## src/rtl/text_cursor_pkg.sv

```systemverilog
package text_cursor_pkg;

  localparam int ADDR_W = 14;
  localparam int ROW_W  = 5;

  typedef enum logic [1:0] {
    MODE_BLINK     = 2'd0,
    MODE_OFF       = 2'd1,
    MODE_BLINK_ALT = 2'd2,
    MODE_SLOW      = 2'd3
  } blinkMode_e;

  typedef struct packed {
    logic blinkOn;
    logic modeOff;
  } cursorStrobe_t;

endpackage

```

## src/rtl/text_cursor_ctrl.sv

```systemverilog
module text_cursor_ctrl
  import text_cursor_pkg::*;
#(
  parameter int BLINK_LOG = 3
) (
  input  logic          clk,
  input  logic          rstN,
  input  logic          frameTick,
  input  logic          modeWe,
  input  logic [1:0]    modeData,
  output cursorStrobe_t strobe
);

  localparam int CNT_W = BLINK_LOG + 2;

  logic [CNT_W-1:0] frameCnt;
  blinkMode_e       modeReg;

  always_ff @(posedge clk) begin
    if (!rstN) begin
      frameCnt <= '0;
      modeReg  <= MODE_BLINK;
    end else begin
      if (frameTick) frameCnt <= frameCnt + 1'b1;
      if (modeWe)    modeReg  <= blinkMode_e'(modeData);
    end
  end

  always_comb begin
    strobe.modeOff = (modeReg == MODE_OFF);
    if (modeReg == MODE_SLOW) strobe.blinkOn = ~frameCnt[BLINK_LOG+1];
    else                      strobe.blinkOn = ~frameCnt[BLINK_LOG];
  end

  AST_CNT_ADVANCE: assert property (@(posedge clk) disable iff (!rstN)
    frameTick |=> frameCnt == $past(frameCnt) + 1'b1);

  AST_CNT_HOLD: assert property (@(posedge clk) disable iff (!rstN)
    !frameTick |=> $stable(frameCnt));

endmodule

```

## src/rtl/text_cursor_dp.sv

```systemverilog
module text_cursor_dp
  import text_cursor_pkg::*;
#(
  parameter int AW = 14,
  parameter int RW = 5
) (
  input  logic          clk,
  input  logic          rstN,
  input  cursorStrobe_t strobe,
  input  logic [AW-1:0] memAddr,
  input  logic [RW-1:0] rowAddr,
  input  logic          dispEn,
  input  logic          topWe,
  input  logic [RW-1:0] topData,
  input  logic          bottomWe,
  input  logic [RW-1:0] bottomData,
  input  logic          locHiWe,
  input  logic [AW-9:0] locHiData,
  input  logic          locLoWe,
  input  logic [7:0]    locLoData,
  output logic          cursorOn
);

  localparam int HI_W = AW - 8;

  logic [RW-1:0] topRow, bottomRow;
  logic [AW-1:0] locReg;
  logic          addrHit, rowHit, cellHit;

  always_ff @(posedge clk) begin
    if (!rstN) begin
      topRow    <= '0;
      bottomRow <= '0;
      locReg    <= '0;
    end else begin
      if (topWe)    topRow          <= topData;
      if (bottomWe) bottomRow       <= bottomData;
      if (locHiWe)  locReg[AW-1:8]  <= locHiData[HI_W-1:0];
      if (locLoWe)  locReg[7:0]     <= locLoData;
    end
  end

  always_comb begin
    addrHit = (memAddr == locReg);
    rowHit  = (rowAddr >= topRow) && (rowAddr <= bottomRow);
    cellHit = addrHit && rowHit && dispEn && strobe.blinkOn && !strobe.modeOff;
  end

  always_ff @(posedge clk) begin
    if (!rstN) cursorOn <= 1'b0;
    else       cursorOn <= cellHit;
  end

  AST_ADDR_MATCH: assert property (@(posedge clk) disable iff (!rstN)
    cursorOn |-> $past(memAddr) == $past(locReg));

  AST_ROW_BAND: assert property (@(posedge clk) disable iff (!rstN)
    cursorOn |-> ($past(rowAddr) >= $past(topRow)) && ($past(rowAddr) <= $past(bottomRow)));

  AST_INVERTED_BAND: assert property (@(posedge clk) disable iff (!rstN)
    (topRow > bottomRow) |=> !cursorOn);

  AST_BLANK_AREA: assert property (@(posedge clk) disable iff (!rstN)
    !dispEn |=> !cursorOn);

  AST_MODE_OFF: assert property (@(posedge clk) disable iff (!rstN)
    strobe.modeOff |=> !cursorOn);

endmodule

```

## src/rtl/text_cursor.sv

```systemverilog
module text_cursor
  import text_cursor_pkg::*;
#(
  parameter int AW        = ADDR_W,
  parameter int RW        = ROW_W,
  parameter int BLINK_LOG = 3
) (
  input  logic          clk,
  input  logic          rstN,
  input  logic [AW-1:0] memAddr,
  input  logic [RW-1:0] rowAddr,
  input  logic          dispEn,
  input  logic          frameTick,
  input  logic          shapeWe,
  input  logic [RW+1:0] shapeData,
  input  logic          bottomWe,
  input  logic [RW-1:0] bottomData,
  input  logic          locHiWe,
  input  logic [AW-9:0] locHiData,
  input  logic          locLoWe,
  input  logic [7:0]    locLoData,
  output logic          cursorOn
);

  cursorStrobe_t strobe;

  text_cursor_ctrl #(.BLINK_LOG(BLINK_LOG)) uCtrl (
    .clk       (clk),
    .rstN      (rstN),
    .frameTick (frameTick),
    .modeWe    (shapeWe),
    .modeData  (shapeData[RW+1:RW]),
    .strobe    (strobe)
  );

  text_cursor_dp #(.AW(AW), .RW(RW)) uDp (
    .clk        (clk),
    .rstN       (rstN),
    .strobe     (strobe),
    .memAddr    (memAddr),
    .rowAddr    (rowAddr),
    .dispEn     (dispEn),
    .topWe      (shapeWe),
    .topData    (shapeData[RW-1:0]),
    .bottomWe   (bottomWe),
    .bottomData (bottomData),
    .locHiWe    (locHiWe),
    .locHiData  (locHiData),
    .locLoWe    (locLoWe),
    .locLoData  (locLoData),
    .cursorOn   (cursorOn)
  );

endmodule

```

## config.mk

```make
export PLATFORM = sky130hd
export DESIGN_NAME = text_cursor
export DESIGN_NICKNAME = d
export VERILOG_FILES = /design/src/rtl/text_cursor_pkg.sv /design/src/rtl/text_cursor_ctrl.sv /design/src/rtl/text_cursor_dp.sv /design/src/rtl/text_cursor.sv
export SDC_FILE = /design/constraint.sdc
export NUM_CORES = 1
export LEC_CHECK = 0
export ABC_AREA = 1
export CAP_MARGIN = 15
export CORE_ASPECT_RATIO = 0.6
export CORE_UTILIZATION = 45
export CTS_CLUSTER_DIAMETER = 30
export DETAILED_ROUTE_END_ITERATION = 7
export HOLD_SLACK_MARGIN = 0.15
export PLACE_DENSITY = 0.79
export SETUP_SLACK_MARGIN = 0.15
export SYNTH_ARGS = -nofsm -noshare
export SYNTH_HDL_FRONTEND = slang
export SYNTH_SLANG_ARGS = --single-unit
```

## constraint.sdc

```tcl
create_clock -name clk -period 1.6 [get_ports clk]
set_input_delay 0.48 -clock clk [delete_from_list [all_inputs] [get_ports clk]]
set_output_delay 0.48 -clock clk [all_outputs]
set_load 0.02 [all_outputs]
```

==> flow_metrics.tcl, run 1 <==
set metrics [dict create \
    worstHoldPathType "reg -> reg" \
    h-tree-depth 2 \
    maxCapViolCount 0 \
    worst_pin_slew_ps 338.5 \
    grt_max_degree 32 \
    grt_first_pass_wirelength_um 6175 \
    finalHoldViolCount 0 \
    syn_avg_cell_area_um2 6.850 \
    postSynthCellCount 238 \
    placed_area_um2 2212 \
    drc 0 \
    grt_util_all_layers 0.2085 \
    wirelength_um 3812 \
    antenna_found_initial 0 \
    post-dp-hpwl_um 2899 \
    rsz0062_at_grt "yes" \
    core_um2 3363 \
    timing.final.ws_setup_ps 156.1 \
    top_level_ports 54 \
    syn_to_final_growth_pct 46.05 \
    clockRootBuffer "clkbuf_8" \
    die_x_um 79.71 \
    synth-seq-area-share 0.3929 \
    drtIter0Drc 44 \
    end_kind "register" \
    cp_data_arrival_time_ps 1610 \
    ys_ff_latch 32 \
    drive_gt1_frac 0.09091 \
    layout_commonest_cell "inv_1" \
    critical_path_class "in -> reg" \
    worstPathRequired_ps 1770 \
    cts_tree "built" \
    cts_buffers 5 \
    vias 1619 \
    ys_types 21 \
    fin_area_um2 2381 \
    status "finished clean" \
    grt_overflow 0 \
    dieArea_um2 3876 \
    period_share 0.9024 \
    layout.nets 361 \
    powerDensity_nw_per_um2 762.1 \
    path_common_cell "nand2_2" \
    crit_fanout 2 \
    die_height_um 48.63 \
    clkTransAtPathRegs_ps 60 \
    routabilityCongestion 0.7800 \
    total_leakage_power_nw 1.198 \
    first_pass_iters 4 \
    cts_buffer_depth 2 \
    clock-sinks 32 \
    slowest_stage "ha_1" \
    portBuffers 53 \
    slew_headroom 0.7741 \
    critPathMaxStageDelay_ps 340 \
    initial_core_util 0.4847 \
    startpoint_type "input port" \
    vdd_drop_max_mv 0.4774 \
    first_global_vias 1453 \
    finalNonFillerCells 342 \
    dp.cells 333 \
    rows 16 \
    viasPerCell 4.734 \
    netlist_area_um2 1630 \
    min_period_ps 1444 \
    final_cell_mix "inv_1 (42), nand2_1 (41), clkdlybuf4s50_1 (36)" \
    clkLatencyLatePin_ps 270 \
    timing.fmax_mhz 692.6 \
    drv_slew 0 \
    routedWlPerCell_um 11.15 \
    setup_violations 0 \
    yosysWarningCount 0 \
    clock-skew-final_ps 2.446 \
    antenna_cells 0 \
    drtAntennaViolNets 0 \
    path_cells "clkdlybuf4s15_1 -> ha_1 -> nand2_2 -> or2_4 -> nand2_2 -> nand3_2 -> a21oi_2 -> nor2_1" \
    place_ws_ps -407.9 \
    synthesis.nets 302 \
]
## metrics by stage
stage	setup TNS [ps]	total power, mW	utilization	hold slack (ps)
after global routing	0	1.932	0.7080	484.1
after detailed placement	-417.5	1.250	0.6577	448.7
after global placement	-355.4	1.238	0.6577	438.9
after floorplan	0	1.064	-	422.7
after CTS	-15.70	1.817	0.6853	459.8
final	0	1.815	0.7080	459.8
## per-layer routing
metal | routed length (um) | global-route usage
met3 | 242 | 0.07170
met1 | 1996 | 0.3011
met5 | 0 | 0
met2 | 1553 | 0.2963
met4 | 20 | 0.04545
## power by group
part,leakage [nW],switching [mW],internal (mW)
clock,0.0410,0.257,0.295
sequential,0.265,0.0251,0.848
combinational,0.892,0.179,0.211
total,1.20,0.461,1.35
## cells by family (layout without fill, tap and decap cells)
kind of cell | Yosys count | count (layout) | share of synthesized area
AOI/OAI and AO/OA | 65 | 65 | 0.2049
xor gates and xnor gates | 2 | 2 | 0.01075
adders and majority gates | 11 | 11 | 0.08442
buffers and inverters | 50 | 109 | 0.1159
DFF | 32 | 32 | 0.3929
and+or+nand+nor | 78 | 78 | 0.1911
## final timing paths
kind                                           to         startpoint  slack (ps)  depth (start not counted)
worst min register to register  uCtrl.frameCnt[4]  uCtrl.frameCnt[4]         460                          1
worst max-delay path                 uDp.cursorOn         rowAddr[2]         160                          8
worst min-delay path            uCtrl.frameCnt[4]  uCtrl.frameCnt[4]         460                          1
worst max register to register       uDp.cursorOn   uDp.bottomRow[2]         250                          8
## registers in the layout, summed over array words and instances, names as in the netlist
| name | count |
|---|---|
| uDp.cursorOn | 1 |
| uDp.bottomRow | 5 |
| uDp.topRow | 5 |
| uDp.locReg | 14 |
| uCtrl.frameCnt | 5 |
| uCtrl.modeReg | 2 |
## Yosys cell counts
master / n / share of area
clkinv_1: 1 / 0.0023
xor2_1: 1 / 0.0054
and3_2: 1 / 0.0046
a21boi_0: 1 / 0.0046
or2_2: 1 / 0.0038
buf_2: 1 / 0.0031
inv_1: 44 / 0.10
a21oi_1: 27 / 0.083
o21ai_0: 35 / 0.11
clkbuf_1: 3 / 0.0069
buf_1: 1 / 0.0023
nand2_1: 45 / 0.10
nor2_1: 24 / 0.055
nand3_1: 4 / 0.012
xnor2_1: 1 / 0.0054
dfxtp_1: 32 / 0.39
nor2_2: 2 / 0.0077
nand4_1: 1 / 0.0038
ha_1: 11 / 0.084
o211ai_1: 1 / 0.0046
a21oi_2: 1 / 0.0054
## critical path: cells and delay by family
kind	cells	cell delay, ps
AND/OR/NAND/NOR	5	460
adder cells (fa/ha/maj)	1	340
buffers and inverters	1	210
AO/OA/AOI/OAI	1	130
## cell type report
type                       instances  area, um^2
tap                               45       56.30
clock buffer                       6       72.57
multi-input combinational        156       844.6
timing repair buffer              57       593.1
fill                             297       982.2
sequential                        32       640.6
inverter                          45       168.9
clock inverter                     1       5.005
## timing repair
| action | in CTS | in global routing |
|---|---|---|
| buffers inserted | 1 | 1 |
| hold endpoints to repair | 0 | 0 |
| setup endpoints to repair | 2 | 2 |
| pin swaps | 2 | 17 |
| gates resized for setup | 8 | 25 |
| hold buffers | 0 | 0 |
Power figures use the tool's default switching activity.
==> inputs of run 2 (changes only) <==
--- a/config.mk
+++ b/config.mk
@@ -8,12 +8,14 @@
 export ABC_AREA = 1
 export CAP_MARGIN = 15
 export CORE_ASPECT_RATIO = 0.6
+export CORE_MARGIN = 3
 export CORE_UTILIZATION = 45
 export CTS_CLUSTER_DIAMETER = 30
 export DETAILED_ROUTE_END_ITERATION = 7
 export HOLD_SLACK_MARGIN = 0.15
 export PLACE_DENSITY = 0.79
 export SETUP_SLACK_MARGIN = 0.15
+export SLEW_MARGIN = 20
 export SYNTH_ARGS = -nofsm -noshare
 export SYNTH_HDL_FRONTEND = slang
 export SYNTH_SLANG_ARGS = --single-unit
==> run 2 against run 1 <==
Clock power up 4.7%. Power up 1.3%. Die area up 14%. Fmax up 2.8%. Cell count up 0.29%. Global-route usage down 2.2 points.
==> flow_metrics.tcl, run 2 (same netlist as run 1, synthesis figures left out) <==
set metrics [dict create \
    seqPwrFrac 0.475 \
    combPwrFrac 0.211 \
    first_pass_iters 4 \
    rows 16 \
    viasPerCell 4.682 \
    die_height_um 52.63 \
    total_leakage_power_nw 1.143 \
    path_cells "dlygate4sd2_1" \
    syn_to_final_growth_pct 44.97 \
    internal_power_mw 1.354 \
    die_x_um 83.71 \
    crit_fanout 1 \
    clock-skew-final_ps 6.412 \
    timing.fmax_mhz 711.9 \
    layout.nets 362 \
    regMostFlops "uDp.locReg" \
    worstPathRequired_ps 1120 \
    portBuffers 53 \
    dp.cells 335 \
    finalHoldViolCount 0 \
    antenna_found_initial 0 \
    timing.final.ws_setup_ps 195.3 \
    rsz0062_at_grt "no" \
    grt_first_pass_wirelength_um 6423 \
    grt_overflow 0 \
    drtIter0Drc 41 \
    routabilityCongestion 0.8244 \
    startpoint_type "register" \
    top_level_ports 54 \
    powerDensity_nw_per_um2 777.4 \
    grt_max_degree 32 \
    nFillCells 310 \
    cts_buffers 5 \
    clock-sinks 32 \
    cts_buffer_depth 2 \
    clkTransAtPathRegs_ps 60 \
    setup_violations 0 \
    worstHoldPathType "reg -> reg" \
    critical_path_class "reg -> out" \
    largest_register_ffs 14 \
    end_kind "output pin" \
    drtAntennaViolNets 0 \
    vias 1606 \
    clockRootBuffer "clkbuf_8" \
    critPathMaxStageDelay_ps 330 \
    wirelength_um 3928 \
    drive_gt1_frac 0.09060 \
    tns_ps 0 \
    drc 0 \
    first_global_vias 1474 \
    dieArea_um2 4405 \
    grt_util_all_layers 0.1862 \
    critPathTopFamily "buffers and inverters" \
    finalNonFillerCells 343 \
    clkLatencyLatePin_ps 280 \
    min_period_ps 1405 \
    switching_power_mw 0.4834 \
    place_ws_ps -403.2 \
    status "finished clean" \
    drv_slew 0 \
    post-dp-hpwl_um 3027 \
    cts_tree "built" \
    cp_data_arrival_time_ps 920 \
    slowest_stage "dlygate4sd2_1" \
    period_share 0.8780 \
    h-tree-depth 2 \
    critPathBufInv 1 \
    antenna_cells 0 \
    routedWlPerCell_um 11.45 \
    initial_core_util 0.4847 \
    clockPowerShare 0.314 \
    slew_headroom 0.7686 \
    worst_pin_slew_ps 346.7 \
    core_um2 3363 \
    final_cell_mix "inv_1 (43), clkdlybuf4s50_1 (43), nand2_1 (40)" \
    vdd_drop_max_mv 0.5047 \
    swShare 0.2631 \
    maxCapViolCount 0 \
]
## run 2: cell count changes in the layout (fill, tap and decap cells not counted), sizes merged
cell,previous run,this run
buf,4,5
clkbuf,6,7
clkdlybuf4s50,36,43
dlygate4sd2,2,1
dlymetal6s2s,14,7
## run 2: layer usage
layer	wire length (um)	vias to the layer above	global-route usage
met2	1550	42	0.2770
met3	283	8	0.06122
li1	-	875	-
met1	2049	681	0.2551
met5	0	-	0
met4	44	0	0.05615
## run 2: worst paths after layout
check               startpoint           endpoint  slack [ps]  cells after the start
max               uDp.cursorOn           cursorOn         200                      1
min          uCtrl.frameCnt[4]  uCtrl.frameCnt[4]         450                      1
max reg2reg   uDp.bottomRow[1]       uDp.cursorOn         270                      8
min reg2reg  uCtrl.frameCnt[4]  uCtrl.frameCnt[4]         450                      1
## run 2: power by group through the flow
stage	Combinational [mW]	Sequential, mW	Clock, mW
after floorplan	0.181	0.882	0
after global placement	0.355	0.887	0
after detailed placement	0.363	0.890	0
after CTS	0.370	0.872	0.585
after global routing	0.440	0.877	0.615
final	0.388	0.873	0.577
## run 2: repair_timing
item                       CTS  global route
hold endpoints to repair     0             0
gates resized for setup      4            23
hold buffers                 0             0
buffers inserted             1             0
pin swaps                    1            12
setup endpoints to repair    2             1
## run 2: cell type report
| cell class | instances | area [um^2] | share of cell area |
|---|---|---|---|
| multi-input combinational | 156 | 840.8 | 0.3557 |
| sequential | 32 | 640.6 | 0.2710 |
| timing repair buffer | 58 | 579.3 | 0.2451 |
| inverter | 45 | 168.9 | 0.07147 |
| clock buffer | 6 | 72.57 | 0.03070 |
| tap | 45 | 56.30 | 0.02382 |
| clock inverter | 1 | 5.005 | 0.002118 |
## run 2: through the flow
step,power (mW),utilization,area [um^2],hold slack [ps]
finish,1.837,0.7028,2364,452.9
floorplan,1.064,-,1630,422.7
CTS,1.826,0.6864,2308,455.0
global placement,1.242,0.6622,2227,435.9
global route,1.932,0.7028,2364,474.3
detailed placement,1.253,0.6622,2227,443.7
==> inputs of run 3 (changes only) <==
--- a/config.mk
+++ b/config.mk
@@ -11,6 +11,7 @@
 export CORE_MARGIN = 3
 export CORE_UTILIZATION = 45
 export CTS_CLUSTER_DIAMETER = 30
+export CTS_CLUSTER_SIZE = 20
 export DETAILED_ROUTE_END_ITERATION = 7
 export HOLD_SLACK_MARGIN = 0.15
 export PLACE_DENSITY = 0.79
==> results of run 3 <==
The final DEF is identical to that of run 2; final timing and power are the same.
